[src/rtl/pld_mc_pkg.sv]
package pld_mc_pkg;
  localparam int ROUTE_W = 3;

  typedef enum logic [ROUTE_W-1:0] {
    RT_SUM   = 3'd0,
    RT_XOR   = 3'd1,
    RT_CLK   = 3'd2,
    RT_ENA   = 3'd3,
    RT_PRE   = 3'd4,
    RT_CLR   = 3'd5,
    RT_LEND  = 3'd6,
    RT_SHARE = 3'd7
  } route_e;

  // OR of the terms assigned to each role
  typedef struct packed {
    logic sum;
    logic xin;
    logic clk;
    logic ena;
    logic pre;
    logic clr;
    logic lend;
    logic share;
  } role_t;
endpackage

[src/rtl/pld_mc_rst_sync.sv]
module pld_mc_rst_sync (
  input  logic clk,
  input  logic rst_n,
  output logic rst_sync_n
);
  logic stage0_q;
  logic stage1_q;

  always_ff @(posedge clk or negedge rst_n) begin
    if (!rst_n) begin
      stage0_q <= 1'b0;
      stage1_q <= 1'b0;
    end else begin
      stage0_q <= 1'b1;
      stage1_q <= stage0_q;
    end
  end

  assign rst_sync_n = stage1_q;
endmodule

[src/rtl/pld_mc_and_array.sv]
module pld_mc_and_array #(
  parameter int N_IN = 52,
  parameter int N_PT = 5
) (
  input  logic [N_IN-1:0]      in_vec,
  input  logic [N_PT*N_IN-1:0] lit_true,
  input  logic [N_PT*N_IN-1:0] lit_comp,
  output logic [N_PT-1:0]      pterm
);
  for (genvar p = 0; p < N_PT; p++) begin : g_term
    logic [N_IN-1:0] t_sel;
    logic [N_IN-1:0] c_sel;
    logic [N_IN-1:0] lit_ok;

    assign t_sel  = lit_true[p*N_IN +: N_IN];
    assign c_sel  = lit_comp[p*N_IN +: N_IN];
    // a literal passes when it is unused or matches its polarity
    assign lit_ok = (~t_sel | in_vec) & (~c_sel | ~in_vec);
    assign pterm[p] = &lit_ok;
  end
endmodule

[src/rtl/pld_mc_term_router.sv]
module pld_mc_term_router
  import pld_mc_pkg::*;
#(
  parameter int N_PT = 5
) (
  input  logic [N_PT-1:0]         pterm,
  input  logic [N_PT*ROUTE_W-1:0] route,
  output role_t                   role
);
  logic [N_PT-1:0] m_sum, m_xin, m_clk, m_ena, m_pre, m_clr, m_lend, m_share;

  for (genvar p = 0; p < N_PT; p++) begin : g_dec
    route_e code;
    assign code       = route_e'(route[p*ROUTE_W +: ROUTE_W]);
    assign m_sum[p]   = pterm[p] & (code == RT_SUM);
    assign m_xin[p]   = pterm[p] & (code == RT_XOR);
    assign m_clk[p]   = pterm[p] & (code == RT_CLK);
    assign m_ena[p]   = pterm[p] & (code == RT_ENA);
    assign m_pre[p]   = pterm[p] & (code == RT_PRE);
    assign m_clr[p]   = pterm[p] & (code == RT_CLR);
    assign m_lend[p]  = pterm[p] & (code == RT_LEND);
    assign m_share[p] = pterm[p] & (code == RT_SHARE);
  end

  always_comb begin
    role.sum   = |m_sum;
    role.xin   = |m_xin;
    role.clk   = |m_clk;
    role.ena   = |m_ena;
    role.pre   = |m_pre;
    role.clr   = |m_clr;
    role.lend  = |m_lend;
    role.share = |m_share;
  end
endmodule

[src/rtl/pld_mc_register.sv]
module pld_mc_register (
  input  logic clk,
  input  logic rst_n,
  input  logic clk_src,
  input  logic ena,
  input  logic d,
  input  logic tff,
  input  logic pre,
  input  logic clr,
  output logic q_out
);
  logic q_reg, q_nxt;
  logic src_prev_q;
  logic edge_c;
  logic d_eff;

  always_comb begin
    edge_c = clk_src & ~src_prev_q;
    d_eff  = tff ? (q_reg ^ d) : d;
    if (clr) begin
      q_nxt = 1'b0;
    end else if (pre) begin
      q_nxt = 1'b1;
    end else if (edge_c && ena) begin
      q_nxt = d_eff;
    end else begin
      q_nxt = q_reg;
    end
  end

  always_ff @(posedge clk or negedge rst_n) begin
    if (!rst_n) begin
      q_reg      <= 1'b0;
      src_prev_q <= 1'b1;
    end else begin
      q_reg      <= q_nxt;
      src_prev_q <= clk_src;
    end
  end

  assign q_out = clr ? 1'b0 : (pre ? 1'b1 : q_reg);

  p_hold_no_edge_r6: assert property (@(posedge clk) disable iff (!rst_n)
    (!edge_c && !clr && !pre) |=> (q_reg == $past(q_reg)));

  p_enable_low_r8: assert property (@(posedge clk) disable iff (!rst_n)
    (edge_c && !ena && !clr && !pre) |=> $stable(q_reg));

  p_toggle_r9: assert property (@(posedge clk) disable iff (!rst_n)
    (edge_c && ena && tff && d && !clr && !pre) |=> (q_reg != $past(q_reg)));

  p_clear_state_r11: assert property (@(posedge clk) disable iff (!rst_n)
    clr |=> !q_reg);
endmodule

[src/rtl/pld_macrocell.sv]
module pld_macrocell
  import pld_mc_pkg::*;
#(
  parameter int N_SIG  = 36,
  parameter int N_EXP  = 16,
  parameter int N_PT   = 5,
  parameter int N_GCLK = 2,
  localparam int N_IN   = N_SIG + N_EXP,
  localparam int CSEL_W = $clog2(N_GCLK + 1)
) (
  input  logic                    clk,
  input  logic                    rst_n,
  input  logic [N_GCLK-1:0]       gclk,
  input  logic                    gclr_n,
  input  logic [N_SIG-1:0]        sig_in,
  input  logic [N_EXP-1:0]        exp_in,
  input  logic                    pin_in,
  input  logic                    pex_in,
  input  logic [N_PT*N_IN-1:0]    and_true,
  input  logic [N_PT*N_IN-1:0]    and_comp,
  input  logic [N_PT*ROUTE_W-1:0] pt_route,
  input  logic                    cfg_xor_pol,
  input  logic                    cfg_pex_take,
  input  logic                    cfg_fast_in,
  input  logic                    cfg_tff,
  input  logic                    cfg_bypass,
  input  logic [CSEL_W-1:0]       cfg_clk_sel,
  input  logic                    cfg_ena_pt,
  input  logic                    cfg_clr_glob,
  output logic                    io_out,
  output logic                    fb_out,
  output logic                    shx_out,
  output logic                    pex_out
);
  logic            rst_sync_n;
  logic [N_PT-1:0] pterm;
  role_t           role;
  logic            sum_v, logic_v, d_v;
  logic            clk_src, ena_v, clr_v, q_v;

  pld_mc_rst_sync u_rst (
    .clk        (clk),
    .rst_n      (rst_n),
    .rst_sync_n (rst_sync_n)
  );

  pld_mc_and_array #(.N_IN(N_IN), .N_PT(N_PT)) u_and (
    .in_vec   ({exp_in, sig_in}),
    .lit_true (and_true),
    .lit_comp (and_comp),
    .pterm    (pterm)
  );

  pld_mc_term_router #(.N_PT(N_PT)) u_route (
    .pterm (pterm),
    .route (pt_route),
    .role  (role)
  );

  always_comb begin
    sum_v   = role.sum | (cfg_pex_take & pex_in);
    logic_v = sum_v ^ cfg_xor_pol ^ role.xin;
    d_v     = cfg_fast_in ? pin_in : logic_v;
    ena_v   = cfg_ena_pt ? role.ena : 1'b1;
    clr_v   = cfg_clr_glob ? ~gclr_n : role.clr;
    clk_src = role.clk;
    for (int g = 0; g < N_GCLK; g++) begin
      if (cfg_clk_sel == CSEL_W'(g)) clk_src = gclk[g];
    end
  end

  pld_mc_register u_reg (
    .clk     (clk),
    .rst_n   (rst_sync_n),
    .clk_src (clk_src),
    .ena     (ena_v),
    .d       (d_v),
    .tff     (cfg_tff),
    .pre     (role.pre),
    .clr     (clr_v),
    .q_out   (q_v)
  );

  assign io_out  = cfg_bypass ? logic_v : q_v;
  assign fb_out  = io_out;
  assign shx_out = ~role.share;
  assign pex_out = role.lend;

  p_clear_wins_r11: assert property (@(posedge clk) disable iff (!rst_sync_n)
    (!cfg_bypass && clr_v) |-> !io_out);

  p_preset_out_r11: assert property (@(posedge clk) disable iff (!rst_sync_n)
    (!cfg_bypass && role.pre && !clr_v) |-> io_out);
endmodule

[config.mk]
export PLATFORM = sky130hd
export DESIGN_NAME = pld_macrocell
export DESIGN_NICKNAME = d
export VERILOG_FILES = /design/src/rtl/pld_mc_pkg.sv /design/src/rtl/pld_mc_rst_sync.sv /design/src/rtl/pld_mc_and_array.sv /design/src/rtl/pld_mc_term_router.sv /design/src/rtl/pld_mc_register.sv /design/src/rtl/pld_macrocell.sv
export SDC_FILE = /design/constraint.sdc
export NUM_CORES = 1
export LEC_CHECK = 0
export BUFFER_PORTS_ARGS = -buffer_cell sky130_fd_sc_hd__buf_2
export CORE_AREA = 3 3 235 237
export DETAILED_ROUTE_END_ITERATION = 12
export DIE_AREA = 0 0 238 240
export GPL_ROUTABILITY_DRIVEN = 0
export MAX_ROUTING_LAYER = met4
export SYNTH_ARGS = -nofsm -noshare
export SYNTH_HDL_FRONTEND = slang
export SYNTH_SLANG_ARGS = --single-unit
export TNS_END_PERCENT = 30
[constraint.sdc]
create_clock -name clk -period 3.43 [get_ports clk]
set_input_delay 0.343 -clock clk [delete_from_list [all_inputs] [get_ports clk]]
set_output_delay 0.343 -clock clk [all_outputs]
set_load 0.005 [all_outputs]
==> summary.txt, run 1 <==
Logic synthesis
  • FF+latch count, synth: 4
  • Ys async rst share: 1.00
  • Primary FF master, synth: dfrtp_1
  • Post-synth top area cell: mux2i_1
  • Number of synthesized flops with an enable pin: 0
  • Area share of the largest cell type after synthesis: 0.532
  • Synthesis Warnings: 0
  • Post-Synthesis Cell Area: approximately 4900 µm²
  • Largest cells by area after synthesis: mux2i_1 (53%), nand4_1 (17%), buf_6 (5.9%), nor4_1 (2.9%), nand2_1 (2.3%)
  • Syn Area/Cell: between 8 and 9 µm²
  • Synth Instances: around 610
  • Synth cell types: between 40 and 50
  • Syn_nets: between 1000 and 1500
  • Sequential area share after synthesis: 0.0205

Place
  • Port bufs: 606
  • Placement Cell Area: roughly 9800 µm²
  • DP Cell Count: just over 2000
  • Post-DP HPWL: between 50 and 60 mm

STA
  • Worst setup endpoint GRT: fb_out
  • Worst EP Category: primary output

Clock tree
  • CTS buffer count: 3
  • Root Buffer: clkbuf_16
  • CTS Sinks: 4
  • H-tree level count: 1
  • Max Root-Sink Buffers: 2

Outcome
  • Status: did not finish
  • Failing step: 5_2_route
  • Error msg: [ERROR DRT-0255] Maze Route cannot find path of net and_comp[121] in worker of routeBox ( 193200 0 ) ( 238000 48300 ).

Global routing
  • Initial antenna violation count: 16
  • First-pass GRT wire length: between 70 and 80 mm
  • GRT Util Overall: 0.193
  • Vias in the first global route: 8885
  • Total gr overflow: 0
  • Largest net degree at the start of global routing: 8

Floorplan
  • IO Pins: between 600 and 700
  • Die W: approximately 240 µm
  • Die Y: between 200 and 250 µm
  • Row count: between 80 and 90
  • Initial core utilization: 0.0922
[kinds of logic after synthesis]
| family | count (synthesis) | synth area share |
|---|---|---|
| AO/OA/AOI/OAI | 31 | 0.0492 |
| flip-flops | 4 | 0.0205 |
| buffers and inverters | 65 | 0.0946 |
| AND/OR/NAND/NOR | 248 | 0.303 |
| multiplexers | 262 | 0.532 |
| other | 1 | 0.000760 |
[synth_stat cells, types with 2 or more instances]
cell type / number
nor3_1: 14
nor4_2: 8
o31ai_1: 4
or2_2: 2
nor2_1: 12
nand3_1: 2
or3_1: 3
or4_1: 3
mux2i_1: 262
clkbuf_1: 9
inv_1: 12
buf_2: 16
o32ai_1: 3
o21ai_0: 3
nor4_1: 23
buf_4: 2
buf_6: 26
nand4_1: 137
nand2b_1: 8
a21oi_1: 3
nand2_1: 30
o22ai_1: 4
dfrtp_1: 3
[metal layers]
layer,track usage
met1,0.246
met2,0.334
met3,0.0305
met4,0.0216
met5,-
[metrics by stage]
stage	setup TNS, ns	setup WS [ns]
global route	-0.0965	-0.0508
CTS	0	0.000459
detailed placement	-1.55	-0.467
global placement	-1.58	-0.514
floorplan	0	0.554
[what timing repair did]
action / CTS / global route
pin swaps: 9 / 14
endpoints found under the hold margin: 2 / 0
gates resized for setup: 72 / 51
hold buffers: 1 / 0
buffers inserted: 2 / 4
endpoints found under the setup margin: 4 / 3
==> run 2: changes to the inputs <==
--- a/config.mk
+++ b/config.mk
@@ -10,7 +10,7 @@
 export DETAILED_ROUTE_END_ITERATION = 12
 export DIE_AREA = 0 0 238 240
 export GPL_ROUTABILITY_DRIVEN = 0
-export MAX_ROUTING_LAYER = met4
+export PLACE_DENSITY_LB_ADDON = 0.15
 export SYNTH_ARGS = -nofsm -noshare
 export SYNTH_HDL_FRONTEND = slang
 export SYNTH_SLANG_ARGS = --single-unit
==> summary.txt, run 2 <==
Outcome
  • Status: complete, but fails checks
  • Violated checks: negative setup slack

Global routing
  • Vias in the first global route: 8912 (+0.30%)
  • First-pass GRT wire length: 74.7 mm (+2.1%)
  • Initial antenna violation count: 19 (+3)
  • Largest net degree at the start of global routing: 8 (unchanged)
  • Total gr overflow: 0 (unchanged)
  • GRT Util Overall: 0.193 (-0.000672)

Hold path
  • Tightest Hold Check Type: reg2async

Setup path
  • Setup CP Type: in2out
  • Crit start category: primary input
  • Critical-path cell list: buf_2 -> mux2i_2 -> nand4_1 -> nor4_4 -> buf_4 -> nand4_1 -> o311a_1 -> a31o_1 -> and3_4 -> o31ai_4 -> buf_6 -> buf_6
  • Reg2Reg Depth: 6
  • Worst reg2reg path startpoint: u_reg.src_prev_q
  • CP Data Required Time: between 3 and 4 ns
  • Worst-path maximum fanout: 5
  • Crit path capture type: output port
  • FF-to-FF setup slack: roughly 2.2 ns
  • CP max stage cell: nor4_4
  • FF-to-FF End: u_reg.q_reg
  • Critical Path AT: approximately 3.2 ns
  • CP max stage delay: between 0.4 and 0.5 ns

STA
  • Endpoints failing setup: 2
  • RSZ-0062 raised after global routing: yes
  • Fmax: approximately 290 MHz
  • Final Critical Period: roughly 3.5 ns
  • Measured slew at the worst slew-check pin: roughly 0.74 ns
  • Slew Limit Fails: 0
  • Tcrit/Tclk final: 1.02
  • Slew HR: 0.502
  • Fin. Hold Viols: 0
  • Final Worst Setup Slack: -0.0645 ns
  • Clk_skew: about 0.0023 ns

Drt
  • Length of routed wiring on met1: approximately 25 mm
  • Vias: roughly 8500
  • Post-route ant nets: 0
  • Final WL: between 50 and 60 mm
  • DR DRC count: 0
  • Met3 WL: 3.80 mm
  • DR iter-0 viols: roughly 530
  • Met2 wire length: slightly below 30 mm
  • Wire per inst: 29.0 µm
  • Highest metal used: met5
  • DR vias/cell: ~4.2
  • DRT Pass-1 Iters: 5

Floorplan
  • Core area: between 50000 and 60000 µm²
  • Die Y: 240 µm (unchanged)
  • Die ar.: approximately 57000 µm²
  • IO Pins: 607 (unchanged)
  • Row count: 85 (unchanged)
  • Die W: 238 µm (unchanged)
  • Initial core utilization: 0.0922 (unchanged)

Power and ir drop
  • Flop pwr share: 0.033
  • Peak supply drop: approximately 100 µV
  • Clk pwr share: 0.121
  • Pleak: around 0.0053 µW
  • Sw frac: 0.459
  • PwrDens: about 140 nW/µm²
  • Total power: approximately 1500 µW
  • Power Internal: about 840 µW
  • Comb power frac: 0.845
  • Net Switching: approximately 700 µW

Logic synthesis
  • Syn_nets: 1214 (unchanged)
  • FF+latch count, synth: 4 (unchanged)
  • Area share of the largest cell type after synthesis: 0.532 (unchanged)
  • Synthesis Warnings: 0 (unchanged)
  • Post-Synthesis Cell Area: 4930 µm² (unchanged)
  • Synth cell types: 45 (unchanged)
  • Synth Instances: 611 (unchanged)
  • Post-synth top area cell: mux2i_1
  • Number of synthesized flops with an enable pin: 0 (unchanged)
  • Primary FF master, synth: dfrtp_1
  • Syn Area/Cell: 8.07 µm² (unchanged)
  • Largest cells by area after synthesis: mux2i_1 (53%), nand4_1 (17%), buf_6 (5.9%), nor4_1 (2.9%), nand2_1 (2.3%)
  • Sequential area share after synthesis: 0.0205 (unchanged)
  • Most frequent cells after synthesis: mux2i_1 (262), nand4_1 (137), nand2_1 (30), buf_6 (26), nor4_1 (23)
  • Ys async rst share: 1.00 (unchanged)
  • Most common cell in the netlist: mux2i_1

Clock tree
  • H-tree level count: 1 (unchanged)
  • Clock latency on the worst-skew pair: roughly 0.22 ns
  • Clk slew on worst S/H paths: roughly 0.030 ns
  • CTS Sinks: 4 (unchanged)
  • Max Root-Sink Buffers: 2 (unchanged)
  • Root Buffer: clkbuf_16
  • CTS buffer count: 3 (unchanged)
  • CTS tree: built

Finish
  • Layout Nets: 1938
  • FF/Latch Area: just over 100 µm²
  • Filler cells: 6068
  • Layout area overhead: 117%
  • Multi-input gate area: a little over 5000 µm²
  • Most common cell after layout, fill and taps aside: buf_2
  • Commonest non-fill, non-tap cells in the layout: buf_2 (575), mux2i_1 (196), buf_4 (167)
  • Layout cells sized above 1: 0.650

Run
  • Max_cap viols: 0

Place
  • Port bufs: 606 (unchanged)
  • Pre-CTS setup slack: -0.789 ns (-0.322 ns)
  • Post-DP HPWL: 55.1 mm (+4.2%)
[run 2: cell counts after synthesis]
Identical to the previous run, type by type.
[run 2: worst max path at each step]
stage,startpoint,endpoint
2_1_floorplan,sig_in[6],io_out
3_3_place_gp,exp_in[12],io_out
3_5_place_dp,exp_in[12],io_out
4_1_cts,exp_in[8],io_out
5_1_grt,sig_in[26],fb_out
6_report,sig_in[26],io_out
[run 2: metal layers]
metal  GRT usage  vias up
met2       0.343      436
li1            -     3941
met3      0.0274       58
met1       0.252     4086
met4      0.0295       18
met5           0        -
[run 2: stage by stage]
step | setup TNS [ns] | area [µm²] | instances | hold slack [ns] | util
3_3_place_gp | -2.59 | 9620 | 2005 | 0.0271 | 0.180
2_1_floorplan | 0 | 4930 | 611 | 0.0101 | -
4_1_cts | 0 | 10300 | 2019 | 0.0302 | 0.193
3_5_place_dp | -2.31 | 9620 | 2005 | 0.0260 | 0.180
6_report | -0.129 | 10700 | 2037 | 0.0247 | 0.200
5_1_grt | -0.374 | 10700 | 2035 | 0.0338 | 0.200
[run 2: timing repair]
action,4_1_cts,5_1_grt
resized for setup,114,59
hold buffers,1,0
cloned,0,0
pin swaps,20,20
hold endpoints to repair,2,0
setup buffers,9,11
setup endpoints to repair,3,3
[run 2: layout make-up]
type / count / share of cell area
Inverter: 12 / 0.00420
Antenna cell: 7 / 0.00163
Clock buffer: 4 / 0.00735
Timing Repair Buffer: 772 / 0.426
Tap cell: 696 / 0.0812
Sequential cell: 4 / 0.00945
Multi-Input combinational cell: 542 / 0.470
[run 2: logic make-up (layout without fill, tap and decap cells)]
family                 after synthesis  count (layout)  share of synthesized area
multiplexers                       262             262                      0.532
other                                1               8                   0.000760
AO/OA/AOI/OAI                       31              31                     0.0492
buffers and inverters               65             788                     0.0946
flip-flops                           4               4                     0.0205
AND/OR/NAND/NOR                    248             248                      0.303
[run 2: power groups by stage]
stage	clock network, µW	registers [µW]	logic (µW)
after floorplan	0	51.9	402
after global placement	0	52.4	1170
after detailed placement	0	52.3	1160
after CTS	190	51.8	1270
after global routing	198	52.0	1390
final	188	51.8	1310
[run 2: critical path: cells and delay by family]
| kind | cells | cell delay (ns) |
|---|---|---|
| muxes | 1 | 0.27 |
| buffers and inverters | 4 | 0.60 |
| and+or+nand+nor | 4 | 1.07 |
| AOI/OAI and AO/OA | 3 | 0.87 |
No activity file was read; power rests on OpenSTA's default activity.
